## src/rtl/wdog_pkg.sv

```systemverilog
`timescale 1ns/1ps
package wdog_pkg;
  localparam int CNT_W  = 7;
  localparam int DATA_W = 32;
  localparam int TB_W   = 2;

  localparam logic [3:0] OFF_CTRL = 4'h0;
  localparam logic [3:0] OFF_CFG  = 4'h4;
  localparam logic [3:0] OFF_STAT = 4'h8;

  localparam int CTRL_ACT_BIT = 7;
  localparam int CFG_IE_BIT   = 9;
  localparam int CFG_TB_LSB   = 11;
  localparam int STAT_WF_BIT  = 0;

  localparam logic [CNT_W-1:0] WARN_VAL = 7'h40;
  localparam logic [CNT_W-1:0] PRE_WARN = 7'h41;
endpackage

```

## src/rtl/wdog_presc.sv

```systemverilog
`timescale 1ns/1ps
module wdog_presc #(
  parameter int BASE_LOG2 = 12
) (
  input  logic                   clk_i,
  input  logic                   rst_ni,
  input  logic                   clr_i,
  input  logic [wdog_pkg::TB_W-1:0] tb_i,
  output logic                   tick_o
);
  localparam int PW = BASE_LOG2 + 3;

  logic [PW-1:0] cnt_q;
  logic [PW:0]   lim_m1;

  assign lim_m1 = ((PW+1)'(1) << (BASE_LOG2 + int'(tb_i))) - (PW+1)'(1);
  // >= so a shrinking timer base ticks at once instead of wrapping
  assign tick_o = {1'b0, cnt_q} >= lim_m1;

  always_ff @(posedge clk_i or negedge rst_ni) begin
    if (!rst_ni)      cnt_q <= '0;
    else if (clr_i)   cnt_q <= '0;
    else if (tick_o)  cnt_q <= '0;
    else              cnt_q <= cnt_q + PW'(1);
  end
endmodule

```

## src/rtl/wdog_cnt.sv

```systemverilog
`timescale 1ns/1ps
module wdog_cnt
  import wdog_pkg::*;
(
  input  logic             clk_i,
  input  logic             rst_ni,
  input  logic             load_i,
  input  logic [CNT_W-1:0] load_val_i,
  input  logic             tick_i,
  output logic [CNT_W-1:0] cnt_o,
  output logic             warn_hit_o,
  output logic             timeout_o
);
  logic step;
  assign step       = tick_i && !load_i;
  assign warn_hit_o = step && (cnt_o == PRE_WARN);
  assign timeout_o  = step && (cnt_o == WARN_VAL);

  always_ff @(posedge clk_i or negedge rst_ni) begin
    if (!rst_ni)     cnt_o <= '0;
    else if (load_i) cnt_o <= load_val_i;
    else if (tick_i) cnt_o <= cnt_o - CNT_W'(1);
  end


  hold_between_ticks_chk: assert property (@(posedge clk_i) disable iff (!rst_ni)
    (!load_i && !tick_i) |=> $stable(cnt_o));
endmodule

```

## src/rtl/wdog_pulse.sv

```systemverilog
`timescale 1ns/1ps
module wdog_pulse (
  input  logic clk_i,
  input  logic rst_ni,
  input  logic req_i,
  output logic pulse_o
);
  always_ff @(posedge clk_i or negedge rst_ni) begin
    if (!rst_ni) pulse_o <= 1'b0;
    else         pulse_o <= req_i && !pulse_o;
  end


  single_cycle_chk: assert property (@(posedge clk_i) disable iff (!rst_ni)
    pulse_o |=> !pulse_o);
endmodule

```

## src/rtl/win_wdog.sv

```systemverilog
`timescale 1ns/1ps
module win_wdog
  import wdog_pkg::*;
#(
  parameter int BASE_LOG2 = 12,
  parameter int ADDR_W    = 4
) (
  input  logic              clk_i,
  input  logic              rst_ni,
  input  logic              wr_en_i,
  input  logic [ADDR_W-1:0] addr_i,
  input  logic [DATA_W-1:0] wdata_i,
  output logic [DATA_W-1:0] rdata_o,
  output logic              wdog_rst_o,
  output logic              irq_o
);
  logic             act_q, ie_q, wf_q;
  logic [CNT_W-1:0] win_q, cnt;
  logic [TB_W-1:0]  tb_q;
  logic             tick, warn_hit, timeout;
  logic             ctrl_wr, cfg_wr, stat_wr;
  logic             act_nxt, win_viol, b6_viol, bark_req;
  logic             unused_wdata;

  assign ctrl_wr = wr_en_i && (addr_i == ADDR_W'(OFF_CTRL));
  assign cfg_wr  = wr_en_i && (addr_i == ADDR_W'(OFF_CFG));
  assign stat_wr = wr_en_i && (addr_i == ADDR_W'(OFF_STAT));

  assign unused_wdata = ^{wdata_i[DATA_W-1:CFG_TB_LSB+TB_W], wdata_i[CFG_IE_BIT+1],
                          wdata_i[CFG_IE_BIT-1]};

  wdog_presc #(.BASE_LOG2(BASE_LOG2)) u_presc (
    .clk_i  (clk_i),
    .rst_ni (rst_ni),
    .clr_i  (ctrl_wr),
    .tb_i   (tb_q),
    .tick_o (tick)
  );

  wdog_cnt u_cnt (
    .clk_i      (clk_i),
    .rst_ni     (rst_ni),
    .load_i     (ctrl_wr),
    .load_val_i (wdata_i[CNT_W-1:0]),
    .tick_i     (tick),
    .cnt_o      (cnt),
    .warn_hit_o (warn_hit),
    .timeout_o  (timeout)
  );

  assign act_nxt  = act_q | wdata_i[CTRL_ACT_BIT];
  assign win_viol = ctrl_wr && act_q && (cnt > win_q);
  assign b6_viol  = ctrl_wr && act_nxt && !wdata_i[CNT_W-1];
  assign bark_req = win_viol || b6_viol || (timeout && act_q);

  wdog_pulse u_pulse (
    .clk_i   (clk_i),
    .rst_ni  (rst_ni),
    .req_i   (bark_req),
    .pulse_o (wdog_rst_o)
  );

  always_ff @(posedge clk_i or negedge rst_ni) begin
    if (!rst_ni) begin
      act_q <= 1'b0;
      ie_q  <= 1'b0;
      win_q <= '0;
      tb_q  <= '0;
      wf_q  <= 1'b0;
    end else begin
      if (ctrl_wr) act_q <= act_nxt;
      if (cfg_wr) begin
        win_q <= wdata_i[CNT_W-1:0];
        ie_q  <= ie_q | wdata_i[CFG_IE_BIT];
        tb_q  <= wdata_i[CFG_TB_LSB +: TB_W];
      end
      // hardware set wins over a software clear in the same cycle
      if (warn_hit)                           wf_q <= 1'b1;
      else if (stat_wr && !wdata_i[STAT_WF_BIT]) wf_q <= 1'b0;
    end
  end

  assign irq_o = wf_q && ie_q;

  always_comb begin
    rdata_o = '0;
    if (addr_i == ADDR_W'(OFF_CTRL)) begin
      rdata_o[CNT_W-1:0]   = cnt;
      rdata_o[CTRL_ACT_BIT] = act_q;
    end else if (addr_i == ADDR_W'(OFF_CFG)) begin
      rdata_o[CNT_W-1:0]            = win_q;
      rdata_o[CFG_IE_BIT]           = ie_q;
      rdata_o[CFG_TB_LSB +: TB_W]   = tb_q;
    end else if (addr_i == ADDR_W'(OFF_STAT)) begin
      rdata_o[STAT_WF_BIT] = wf_q;
    end
  end


  act_sticky_chk: assert property (@(posedge clk_i) disable iff (!rst_ni)
    act_q |=> act_q);

  ie_sticky_chk: assert property (@(posedge clk_i) disable iff (!rst_ni)
    ie_q |=> ie_q);

  timeout_bark_chk: assert property (@(posedge clk_i) disable iff (!rst_ni)
    (act_q && tick && !ctrl_wr && cnt == WARN_VAL && !wdog_rst_o) |=> wdog_rst_o);

  idle_quiet_chk: assert property (@(posedge clk_i) disable iff (!rst_ni)
    (!act_q && !ctrl_wr) |=> !wdog_rst_o);

  wf_keep_chk: assert property (@(posedge clk_i) disable iff (!rst_ni)
    (stat_wr && wdata_i[STAT_WF_BIT] && wf_q) |=> wf_q);

  irq_gate_chk: assert property (@(posedge clk_i) disable iff (!rst_ni)
    irq_o |-> (ie_q && wf_q));
endmodule

```

## config.mk

```make
export PLATFORM = sky130hd
export DESIGN_NAME = win_wdog
export DESIGN_NICKNAME = d
export VERILOG_FILES = /design/src/rtl/wdog_pkg.sv /design/src/rtl/wdog_presc.sv /design/src/rtl/wdog_cnt.sv /design/src/rtl/wdog_pulse.sv /design/src/rtl/win_wdog.sv
export SDC_FILE = /design/constraint.sdc
export NUM_CORES = 1
export LEC_CHECK = 0
export ABC_AREA = 1
export BUFFER_PORTS_ARGS = -buffer_cell sky130_fd_sc_hd__buf_2
export CAP_MARGIN = 15
export CORE_MARGIN = 10
export CORE_UTILIZATION = 35
export DETAILED_ROUTE_END_ITERATION = 8
export GPL_TIMING_DRIVEN = 0
export PLACE_DENSITY = 0.61
export SETUP_SLACK_MARGIN = 0.2
export SLEW_MARGIN = 25
export SYNTH_ARGS = -nofsm -noshare
export SYNTH_HDL_FRONTEND = slang
export SYNTH_SLANG_ARGS = --single-unit
```

## constraint.sdc

```tcl
create_clock -name clk_i -period 1.9 [get_ports clk_i]
set_clock_uncertainty 0.1 [all_clocks]
set_input_delay 0.38 -clock clk_i [delete_from_list [all_inputs] [get_ports clk_i]]
set_output_delay 0.38 -clock clk_i [all_outputs]
set_load 0.02 [all_outputs]
```

==> flow_metrics.env <==
export IMPL_status="finished, final reports clean"
export IMPL_rows=30
export IMPL_wl_per_cell_um=12.3
export IMPL_period_minus_slack_ns=1.72
export IMPL_cts_sinks=35
export IMPL_grt_use_total_pct=10.7
export IMPL_io_buffer_count=30
export IMPL_finalCritPeriodShare_pct=90.4
export IMPL_synth_distinct_cells=37
export IMPL_powerDensity_nw_per_um2=960
export IMPL_gp_congestion=0.846
export IMPL_n_antenna_cell=0
export IMPL_critPathLaunchType="flip-flop"
export IMPL_slowest_delay_ns=0.39
export IMPL_vias_per_cell=4.35
export IMPL_place_hpwl_mm=4.23
export IMPL_num_nets_final=418
export IMPL_path_cells="nand2_1 > ha_4 > nand3_2 > nor2_4 > nand2_4 > nand2_8 > nor2_8 > inv_6 > clkbuf_16 > nor2_2"
export IMPL_crit_path_max_fanout=6
export IMPL_p_sw_mw=1.20
export IMPL_maxCapViolCount=0
export IMPL_worst_path_max_delay_cell="dfrtp_1"
export IMPL_drt_first_pass_iters=4
export IMPL_grt_pass1_wl_mm=9.70
export IMPL_cts_root_buf="clkbuf_8"
export IMPL_postRouteWirelength_mm=5.68
export IMPL_grt_max_degree=36
export IMPL_die_width_um=104
export IMPL_worst_pin_slew_ns=0.796
export IMPL_synth_mux_area_share_pct=0.610
export IMPL_synth_seq_cells=35
export IMPL_clk_pin_slew_worst_paths_ns=0.07
export IMPL_final_cell_mix="47 x nand2_1, 36 x inv_1, 35 x dfrtp_1"
export IMPL_crit_type="flip-flop to flip-flop"
export IMPL_worstPathArrival_ns=1.80
export IMPL_synthAdderAreaFrac_pct=6.61
export IMPL_vias=2010
export IMPL_synth_compound_area_share_pct=8.28
export IMPL_power_leakage_nw=1.63
export IMPL_final_util_pct=45.9
export IMPL_max_slew_margin_rel_pct=47.0
export IMPL_dp_slack_ns=0.0548
export IMPL_cts_path_max_buffers=2
export IMPL_synth_cells=297
export IMPL_required_ns=1.99
export IMPL_end_kind="flip-flop"
export IMPL_max_freq_ghz=0.582
export IMPL_coreArea_um2=6830
export IMPL_ant_nets=0
export IMPL_cts_buffers=5
export IMPL_drt_iter0_markers=46
export IMPL_areaGrowthSynthToFinish_pct=27.4
export IMPL_p_int_mw=1.81
export IMPL_p_seq_share_pct=39.2
export IMPL_ys_warn_count=0
export IMPL_p_comb_share_pct=42.3
export IMPL_yosysSeqAreaShare_pct=35.6
export IMPL_layout_commonest_cell="nand2_1"
export IMPL_htree_levels=2
export IMPL_die_area_um2=10800
export IMPL_drc_errors=0
export IMPL_netlist_area_um2=2460
export IMPL_avgSynthCellArea_um2=8.29
export IMPL_clock_latency_ns=0.29
export IMPL_ir_drop_v=0.000531
export IMPL_r2r_start="tb_q[1]"
export IMPL_initial_core_util_pct=36.0
export IMPL_rsz0062_at_grt="yes"
export IMPL_drv_slew=0
export IMPL_synth_top_family_by_area="simple AND/OR/NAND/NOR gates"
export IMPL_dieHeight_um=104
export IMPL_drive_above_1_share_pct=35.0
export IMPL_tns_ns=0
export IMPL_synth_simple_gate_area_share_pct=29.5
export IMPL_switching_share_pct=39.8
export IMPL_worstHoldPathType="input port to asynchronous set/reset pin"
export IMPL_setup_viol=0
export IMPL_synth_xor_area_share_pct=4.27
export IMPL_power_frac_clock_pct=18.5
export IMPL_cts_tree="built"
export IMPL_grt_pass1_vias=2126
export IMPL_worstSetupStartpoint="tb_q[1]"
export IMPL_io_pins=73
export IMPL_antenna_found_initial=0
export IMPL_hold_viol=0
export IMPL_gr_total_overflow=0
export IMPL_fin_ws_ns=0.183
## metal layers
layer / vias to the layer above / track usage (%) / routed length, µm
li1: 1044 / - / -
met1: 920 / 12.2 / 2450
met2: 39 / 18.4 / 2840
met3: 7 / 3.66 / 326
met4: 0 / 3.28 / 63
met5: - / 0 / 0
## flip-flops by register name, indices dropped and copies added (netlist names)
signal and count:
tb_q 2, u_cnt.cnt_o 7, win_q 7, act_q 1, u_pulse.pulse_o 1, u_presc.cnt_q 15
ie_q 1, wf_q 1
## Yosys cell counts, drive strengths merged
library cell,n,area [µm²]
o21ai,11,58.8
nor3,4,31.3
nor2,44,250
mux2,1,15.0
a21oi,15,86.3
buf,24,200
a31oi,1,6.26
conb,1,3.75
inv,43,169
nand4,7,43.8
o22ai,6,37.5
dfrtp,35,876
nand3,16,97.6
or2,2,12.5
xor2,6,52.6
nand2,60,292
ha,13,163
xnor2,6,52.6
o211ai,2,15.0
## through the flow
step | power (mW) | cells | instance area, µm² | hold WS [ns]
floorplan | 2.08 | 317 | 2540 | -0.0156
global placement | 2.31 | 443 | 2810 | 0.310
detailed placement | 2.34 | 443 | 2810 | 0.333
CTS | 3.00 | 459 | 3030 | 0.102
global route | 3.29 | 462 | 3140 | 0.128
finish | 3.01 | 462 | 3140 | 0.0701
## cells by family after synthesis
family / after synthesis
other cells: 1
compound gates: 35
fa+ha+maj: 13
xor+xnor: 12
simple gates: 133
mux: 1
flops: 35
buf+inv: 67
## area by class of cell
type                    count  area, µm²
repair buffers             41        304
plain buffers              24        200
clock buffers               6       82.6
inverters                  43        171
well taps                  96        120
fillers                   696       3690
multi-input cells         215       1380
flip-flops and latches     35        876
clock inverters             1       5.00
repair inverters            1       3.75
## final timing paths
path	end	slack, ns	cells past startpoint
min in group clk_i	act_q	0.21	3
max reg2reg	u_presc.cnt_q[3]	0.18	10
min	u_pulse.pulse_o	0.07	1
min reg2reg	u_pulse.pulse_o	0.35	1
max	u_presc.cnt_q[3]	0.18	10
max in group asynchronous	tb_q[0]	1.13	1
## power groups by stage
stage | Sequential [mW] | Clock [mW] | Combinational (mW)
4_1_cts | 1.18 | 0.583 | 1.23
3_3_place_gp | 1.19 | 0 | 1.12
6_report | 1.18 | 0.558 | 1.27
5_1_grt | 1.21 | 0.601 | 1.47
3_5_place_dp | 1.19 | 0 | 1.15
2_1_floorplan | 1.14 | 0 | 0.940
## timing repair
item	in CTS	in global routing
gates resized for setup	15	17
gates cloned	1	1
endpoints found under the setup margin	24	30
buffers inserted	8	2
hold buffers	0	0
pin swaps	6	5
## critical path: cells and delay by family (launching register included)
family / cells / cell delay [ns]
AND/OR/NAND/NOR: 7 / 0.57
flip-flops: 1 / 0.39
adder cells (fa/ha/maj): 1 / 0.30
buffers and inverters: 2 / 0.25
(Power assumes the default switching activity.)
